[src/rtl/stc_pkg.sv]
package stc_pkg;
    typedef enum logic [1:0] {
        FC_UNI   = 2'b00,
        FC_MULTI = 2'b01,
        FC_BCAST = 2'b10,
        FC_RSVD  = 2'b11
    } fclass_e;

    localparam int NCLS = 3;

    typedef struct packed {
        logic to_host;
        logic to_cut;
        logic drop;
    } verdict_t;
endpackage

[src/rtl/stc_credit_slot.sv]
module stc_credit_slot #(
    parameter int CRED_W   = 16,
    parameter int CRED_RST = 4
) (
    input  logic              clk,
    input  logic              rst_n,
    input  logic              wr,
    input  logic [CRED_W-1:0] wr_val,
    input  logic              refill,
    input  logic              consume,
    output logic              has_credit
);
    typedef struct packed {
        logic [CRED_W-1:0] prog;
        logic [CRED_W-1:0] cnt;
    } slot_t;

    localparam logic [CRED_W-1:0] RST_VAL = CRED_W'(CRED_RST);

    slot_t s_d, s_q;

    always_comb begin
        s_d = s_q;
        if (wr) begin
            s_d.prog = wr_val;
            s_d.cnt  = wr_val;
        end else if (refill) begin
            s_d.cnt = s_q.prog;
        end else if (consume && (s_q.cnt != '0)) begin
            s_d.cnt = s_q.cnt - 1'b1;
        end
    end

    always_ff @(posedge clk or negedge rst_n) begin
        if (!rst_n) begin
            s_q.prog <= RST_VAL;
            s_q.cnt  <= RST_VAL;
        end else begin
            s_q <= s_d;
        end
    end

    assign has_credit = (s_q.cnt != '0);

    // a consumed credit lowers the count by exactly one
    a_r1_decrement: assert property (@(posedge clk) disable iff (!rst_n)
        (consume && !wr && !refill && (s_q.cnt != '0)) |=> (s_q.cnt == $past(s_q.cnt) - 1'b1));

    // an empty count never wraps
    a_r2_no_underflow: assert property (@(posedge clk) disable iff (!rst_n)
        (consume && !wr && !refill && (s_q.cnt == '0)) |=> (s_q.cnt == '0));

    // refill restores the programmed value, ahead of any decrement
    a_r3_refill_wins: assert property (@(posedge clk) disable iff (!rst_n)
        (refill && !wr) |=> (s_q.cnt == $past(s_q.prog)));

    // a write loads value and count together
    a_r4_write_reload: assert property (@(posedge clk) disable iff (!rst_n)
        wr |=> ((s_q.cnt == $past(wr_val)) && (s_q.prog == $past(wr_val))));

    // without consume, refill or write the count holds
    a_r5_idle_hold: assert property (@(posedge clk) disable iff (!rst_n)
        (!consume && !wr && !refill) |=> $stable(s_q.cnt));
endmodule

[src/rtl/stc_drop_ctr.sv]
module stc_drop_ctr #(
    parameter int W = 32
) (
    input  logic         clk,
    input  logic         rst_n,
    input  logic         inc,
    output logic [W-1:0] cnt
);
    logic [W-1:0] cnt_d, cnt_q;

    always_comb begin
        cnt_d = cnt_q;
        if (inc && (cnt_q != '1)) begin
            cnt_d = cnt_q + 1'b1;
        end
    end

    always_ff @(posedge clk or negedge rst_n) begin
        if (!rst_n) begin
            cnt_q <= '0;
        end else begin
            cnt_q <= cnt_d;
        end
    end

    assign cnt = cnt_q;

    // all-ones is sticky
    a_r8_saturate: assert property (@(posedge clk) disable iff (!rst_n)
        (cnt_q == '1) |=> (cnt_q == '1));

    // the count moves only on an increment request
    a_r8_no_spurious: assert property (@(posedge clk) disable iff (!rst_n)
        !inc |=> $stable(cnt_q));
endmodule

[src/rtl/storm_credit_limiter.sv]
module storm_credit_limiter
    import stc_pkg::*;
#(
    parameter int CRED_W   = 16,
    parameter int CRED_RST = 4,
    parameter int DROP_W   = 32
) (
    input  logic              clk,
    input  logic              rst_n,
    input  logic              port_en,
    input  logic [2:0]        class_en,
    input  logic              frame_valid,
    input  logic [1:0]        frame_class,
    input  logic              cred_wr,
    input  logic [1:0]        cred_sel,
    input  logic [CRED_W-1:0] cred_val,
    input  logic              refill,
    output logic              to_host,
    output logic              to_cut,
    output logic              drop_stb,
    output logic [DROP_W-1:0] drop_cnt
);
    logic [NCLS-1:0] hit, limited, consume, has_credit, wr_slot;
    logic            blocked;
    verdict_t        v_d, v_q;

    for (genvar i = 0; i < NCLS; i++) begin : g_slot
        assign hit[i]     = frame_valid && (frame_class == 2'(i));
        assign limited[i] = port_en && class_en[i];
        assign consume[i] = hit[i] && limited[i];
        assign wr_slot[i] = cred_wr && (cred_sel == 2'(i));

        stc_credit_slot #(
            .CRED_W  (CRED_W),
            .CRED_RST(CRED_RST)
        ) u_slot (
            .clk       (clk),
            .rst_n     (rst_n),
            .wr        (wr_slot[i]),
            .wr_val    (cred_val),
            .refill    (refill),
            .consume   (consume[i]),
            .has_credit(has_credit[i])
        );
    end

    always_comb begin
        blocked   = |(consume & ~has_credit);
        v_d         = '0;
        v_d.to_host = frame_valid && !blocked;
        v_d.to_cut  = frame_valid && !blocked;
        v_d.drop    = frame_valid && blocked;
    end

    always_ff @(posedge clk or negedge rst_n) begin
        if (!rst_n) begin
            v_q <= '0;
        end else begin
            v_q <= v_d;
        end
    end

    stc_drop_ctr #(.W(DROP_W)) u_drop (
        .clk  (clk),
        .rst_n(rst_n),
        .inc  (v_d.drop),
        .cnt  (drop_cnt)
    );

    assign to_host  = v_q.to_host;
    assign to_cut   = v_q.to_cut;
    assign drop_stb = v_q.drop;

    // a verdict is either release-to-both or drop
    a_r7_exclusive: assert property (@(posedge clk) disable iff (!rst_n)
        !(drop_stb && (to_host || to_cut)) && (to_host == to_cut));

    // no frame strobe, no verdict next cycle
    a_r7_quiet: assert property (@(posedge clk) disable iff (!rst_n)
        !frame_valid |=> !(to_host || to_cut || drop_stb));

    // with the port unlimited every frame is released
    a_r6_port_off: assert property (@(posedge clk) disable iff (!rst_n)
        (frame_valid && !port_en) |=> (to_host && !drop_stb));

    // reserved class is never dropped
    a_r9_rsvd_pass: assert property (@(posedge clk) disable iff (!rst_n)
        (frame_valid && (frame_class == 2'b11)) |=> to_host);

    // drop counter advances together with the drop strobe
    a_r8_count_drop: assert property (@(posedge clk) disable iff (!rst_n)
        (drop_stb && ($past(drop_cnt) != '1)) |-> (drop_cnt == $past(drop_cnt) + 1'b1));
endmodule

[config.mk]
export PLATFORM = sky130hd
export DESIGN_NAME = storm_credit_limiter
export DESIGN_NICKNAME = d
export VERILOG_FILES = /design/src/rtl/stc_pkg.sv /design/src/rtl/stc_credit_slot.sv /design/src/rtl/stc_drop_ctr.sv /design/src/rtl/storm_credit_limiter.sv
export SDC_FILE = /design/constraint.sdc
export NUM_CORES = 1
export LEC_CHECK = 0
export BUFFER_PORTS_ARGS = -buffer_cell sky130_fd_sc_hd__buf_2
export CORE_UTILIZATION = 54
export CTS_CLUSTER_SIZE = 28
export DETAILED_ROUTE_END_ITERATION = 10
export PLACE_DENSITY = 0.75
export SYNTH_ARGS = -nofsm -noshare
export SYNTH_HDL_FRONTEND = slang
export SYNTH_SLANG_ARGS = --single-unit
[constraint.sdc]
create_clock -name clk -period 2.6 [get_ports clk]
set_clock_uncertainty 0.05 [all_clocks]
set_input_delay 0.26 -clock clk [delete_from_list [all_inputs] [get_ports clk]]
set_output_delay 0.26 -clock clk [all_outputs]
set_load 0.005 [all_outputs]
### Yosys cells after proc, flatten, opt, wreduce, memory -nomap -nowiden

Index checks and enable logic that the tools add are counted.

| operators by class | value |
|---|---|
| equal/unequal tests | 5 |
| mux-type cells | 9 |
| add/sub/neg operators | 4 |
| reduce and logical (&&, ||, !) cells | 28 |
| bitwise gates (word level) | 2 |

Operator list:

| kind | count |
|---|---|
| 2-to-1 mux 16 bit | 9 |
| nonzero test 16 bit | 3 |
| subtractor 16 x 1 -> 16 bit (second input constant) | 3 |
| adder 32 x 1 -> 32 bit (second input constant) | 1 |
| != test 32 bit (second input constant) | 1 |
| logical AND 1 bit | 18 |
| nonzero test 3 bit | 3 |
| == test 2 x 1 -> 1 bit (second input constant) | 2 |
| == test 2 bit (second input constant) | 2 |
| logical NOT 2 bit | 2 |
| bitwise AND 3 bit | 1 |
| NOT 3 bit | 1 |
| OR reduction 3 bit | 1 |
| logical NOT 1 bit | 1 |

| word-level totals | value |
|---|---|
| bits in registers | 130 |
| input bits | 29 |
| output and inout bits | 35 |

### Logic depth before layout (Yosys ltp)

| depth | value |
|---|---|
| word-level depth | 7 |
| depth in mapped cells | 9 |
| gate-level depth less buffers | 8 |

### By module

From an unflattened synthesis, not the netlist that was laid out.

| second synthesis, totals | value |
|---|---|
| cell total of the unflattened synthesis | 708 |
| area, all modules | 7030.5 um^2 |

By module, submodules not included:

| module | cells an instance | area an instance (um^2) | sequential area each (um^2) | times used |
|---|---|---|---|---|
| stc_credit_slot | 179 | 1750.4 | 803.3 | 3 |
| stc_drop_ctr | 151 | 1624.1 | 800.8 | 1 |
| storm_credit_limiter | 20 | 155.1 | 50.0 | 1 |

### Worst setup path after synthesis

Ideal clock, no wire load.

| path | value |
|---|---|
| path type | reg-to-reg |
| from | reg g_slot[1].u_slot.s_q[0] (netlist bit) |
| to | reg u_drop.cnt_q[25], in the netlist u_drop.cnt[25] |
| path slack | 175 ps |
| data required time | 2471 ps |
| cell stages (with the launch flop) | 10 |
| arrival time | 2296 ps |
| setup time | 79 ps |
| cell sequence | dfrtp_1 > inv_1 > ha_1 > or3b_4 > or3_4 > nor4_4 > o32ai_2 > buf_6 > nor4_4 > xor2_1 |

| on the way | value |
|---|---|
| word-level cells in the longest chain between the ends | 6 |

RTL lines:

| item | RTL line | source |
|---|---|---|
| start: declaration | stc_credit_slot.sv:20 | `slot_t s_d, s_q;` |
| nonzero test 16 bit | stc_credit_slot.sv:43 | `assign has_credit = (s_q.cnt != '0);` |
| NOT 3 bit | storm_credit_limiter.sv:48 | `blocked = \|(consume & ~has_credit);` |
| bitwise AND 3 bit | storm_credit_limiter.sv:48 |  |
| OR reduction 3 bit | storm_credit_limiter.sv:48 |  |
| logical AND 1 bit | storm_credit_limiter.sv:52 | `v_d.drop = frame_valid && blocked;` |
| logical AND 1 bit | stc_drop_ctr.sv:13 | `if (inc && (cnt_q != '1)) begin` |
| end signal: assignment | stc_drop_ctr.sv:22 | `cnt_q <= cnt_d;` |
| end: declaration | stc_drop_ctr.sv:9 | `logic [W-1:0] cnt_d, cnt_q;` |

No other way between the ends.
A chain may end at the register's enable or synchronous reset.

### Final worst setup path

| path | value |
|---|---|
| from | reg g_slot[1].u_slot.s_q[1] (netlist bit) |
| to | reg u_drop.cnt_q[14], in the netlist u_drop.cnt[14] |

The elaborated chain is that of the path after synthesis.

==> flow_summary.toml <==
[logic_synthesis]
synth_edf_count = 0
synth_seq_area_share = 0.498
synth_cell_types = 55
yosys_most_used_dff = "dfrtp_1"
synth.net_count = 743
synth_area_per_cell_sq_um = 9.21
synth_area_sq_mm = 0.00654
synth-seq-cells = 130
yosysWarnings = 0
synthArstFlopShare = 1.00
synth_cells = 710

[power]
combPwrFrac = 0.125
seq_power_share = 0.433
switching_share = 0.259
power_leakage_nw = 3.93
power_density_mw_per_mm2 = 699
p_sw_mw = 1.48
internal_power_mw = 4.23
p_clk_frac = 0.442
ir_drop_mv = 0.624

[route]
ant_nets = 0
routed-via-count = 5632
post_drt_wl_per_cell_microns = 17.7
vias_per_cell = 5.85
drtIter0Drc = 487
drt_pass1_iterations = 8
drcViolationCount = 2
wirelength_mm = 17.1

[floorplanning]
die_h_microns = 112
io_pins = 64
die_x_microns = 112
start_util = 0.563
num_rows = 39
die-area_sq_mm = 0.0126
coreArea_sq_mm = 0.0116

[worst_setup_path]
worst-setup-path-type = "flip-flop to flip-flop"
worst-endpoint-required_ns = 2.89
cp_data_arrival_time_ns = 2.92
critPathCaptureType = "flip-flop"
worst_setup_path_start_kind = "flip-flop"
cp_max_fo = 6

[sta]
hold_viol = 0
worstMarginPinSlew_ns = 0.743
period_share = 1.01
setup_ws_ns = -0.0313
slew_viol_final = 0
relSlewSlack = 0.503
max_freq_ghz = 0.380
setup_viol = 8
rsz0062_at_grt = "yes"
period_needed_ns = 2.63
setup_tns_ns = -0.123

[final_layout]
final_layout_size_suffix_gt1_frac = 0.225
final_nets = 840
nFillCells = 853
final_cell_mix = "167 x nand2_1, 124 x dfrtp_1, 62 x buf_2, 52 x o21ai_0, 41 x xnor2_1"
layout_commonest_cell = "nand2_1"
multi_input_area_sq_mm = 0.00335
syn2layout_area_growth_pct = 24.7
fin_util = 0.703
antennaDiodeCount = 0
regArea_sq_mm = 0.00326

[clocking]
clkLatencyLatePin_ns = 0.42
clock_path_buffers = 2
cts_made_buffers = 17
tritoncts = "yes"
cts_htree_levels = 4
clk_pin_slew_ns = 0.06
root_buffer = "clkbuf_16"
cts.sinks = 130

[placement]
hpwl_mm = 11.1
gp_congestion = 0.887
port_buffers = 63

[global_routing]
grt_pass1_vias = 5546
grt_usage = 0.282
antenna_found_initial = 0
grt_max_degree = 49
grt_first_pass_wirelength_mm = 27.6
grt.overflow.total = 0

[run_status]
violations = "DRC, setup timing"
status = "complete, but fails checks"

[min_path]
hold_path_class = "primary input to flip-flop"

[run]
cap_violations = 0
[sequential cells by signal, summed over array words and instances, names as in the netlist]
register and cells:
u_drop.cnt 32, drop_stb 1, g_slot.u_slot.s_q 96, to_cut 1
[cells by family after synthesis]
logic type,count (synthesis),synth area share
compound gates,103,0.0987
xor+xnor,64,0.0857
fa+ha+maj,4,0.00765
buf+inv,44,0.0272
flops,130,0.498
mux,5,0.00803
simple gates,360,0.274
[through the flow]
step	instance area (sq um)	setup slack [ns]	instances	hold WS [ns]	total power, mW
3_3_place_gp	7190	0.0486	918	0.223	3.14
6_report	8160	-0.0313	962	0.0660	5.71
2_1_floorplan	6540	0.175	710	-0.0856	2.91
5_1_grt	8160	-0.117	962	0.0611	5.96
3_5_place_dp	7190	-0.0227	918	0.222	3.18
4_1_cts	7860	0.00559	953	0.0493	5.72
[layer usage]
layer | vias to the layer above | wire length [microns] | part of all wire | track usage
met2 | 216 | 8110 | 0.48 | 0.423
met4 | 0 | 350 | 0.021 | 0.148
met1 | 2711 | 7370 | 0.43 | 0.386
met3 | 26 | 1230 | 0.072 | 0.0643
met5 | - | 0 | 0 | 0
li1 | 2679 | - | - | -
[power groups by stage]
stage	clock (mW)	combinational (mW)	sequential [mW]
finish	2.52	0.712	2.47
global route	2.66	0.798	2.50
CTS	2.56	0.698	2.46
detailed placement	0	0.688	2.49
global placement	0	0.660	2.48
floorplan	0	0.469	2.44
[critical path, stage by stage, from the launching register on]
cell,delay (ns)
dfrtp_1,0.38
inv_1,0.06
ha_1,0.14
or3b_4,0.38
or3_4,0.39
nor4_4,0.24
buf_4,0.18
o32ai_4,0.16
buf_6,0.21
nor3_4,0.16
xor2_1,0.18
[worst paths after layout]
path / start / to / slack [ns] / depth (start not counted)
max in group asynchronous: rst_n / g_slot[2].u_slot.s_q[18]$_DFFE_PN1P_ / 1.33 / 3
hold / removal: cred_val[2] / g_slot[2].u_slot.s_q[18]$_DFFE_PN1P_ / 0.07 / 3
setup / recovery: g_slot[1].u_slot.s_q[1]$_DFFE_PN0P_ / u_drop.cnt[14]$_DFFE_PN0P_ / -0.03 / 10
min in group asynchronous: rst_n / g_slot[0].u_slot.s_q[28]$_DFFE_PN0P_ / 0.31 / 2
setup reg to reg: g_slot[1].u_slot.s_q[1]$_DFFE_PN0P_ / u_drop.cnt[14]$_DFFE_PN0P_ / -0.03 / 10
hold reg to reg: g_slot[0].u_slot.s_q[18]$_DFFE_PN1P_ / g_slot[0].u_slot.s_q[18]$_DFFE_PN1P_ / 0.41 / 2
[final cells by class]
| type | instances | area share |
|---|---|---|
| clock buffer | 21 | 0.0564 |
| clock inverter | 10 | 0.0193 |
| inverter | 15 | 0.00690 |
| multi-input combinational | 537 | 0.411 |
| sequential | 130 | 0.400 |
| tap | 143 | 0.0219 |
| timing repair buffer | 106 | 0.0853 |
[cell usage after synthesis, types with 4 or more instances]
library cell / count / area share
ha_1: 4 / 0.0077
a21oi_1: 6 / 0.0046
nor4_1: 18 / 0.017
nand4_1: 11 / 0.011
o211ai_1: 15 / 0.017
xor2_1: 22 / 0.029
clkbuf_1: 24 / 0.014
nor4_2: 7 / 0.013
nand2b_1: 6 / 0.0057
nor3_1: 25 / 0.019
a211oi_1: 4 / 0.0046
xnor2_1: 42 / 0.056
or4_1: 4 / 0.0046
nor3b_1: 7 / 0.0080
dfrtp_1: 124 / 0.47
nor2_1: 42 / 0.024
o21ai_0: 53 / 0.041
and3_1: 6 / 0.0057
nand2_1: 168 / 0.096
a31oi_1: 4 / 0.0038
nand3_1: 34 / 0.026
or3_1: 11 / 0.011
o31ai_1: 4 / 0.0046
dfstp_2: 6 / 0.024
inv_1: 15 / 0.0086
[what timing repair did]
action	in CTS	in global routing
setup endpoints to repair	11	34
buffers inserted	2	7
gates resized for setup	2	40
hold endpoints to repair	37	0
pin swaps	1	27
gates cloned	0	2
hold buffers	2	0
No activity file was read; power rests on OpenSTA's default activity.
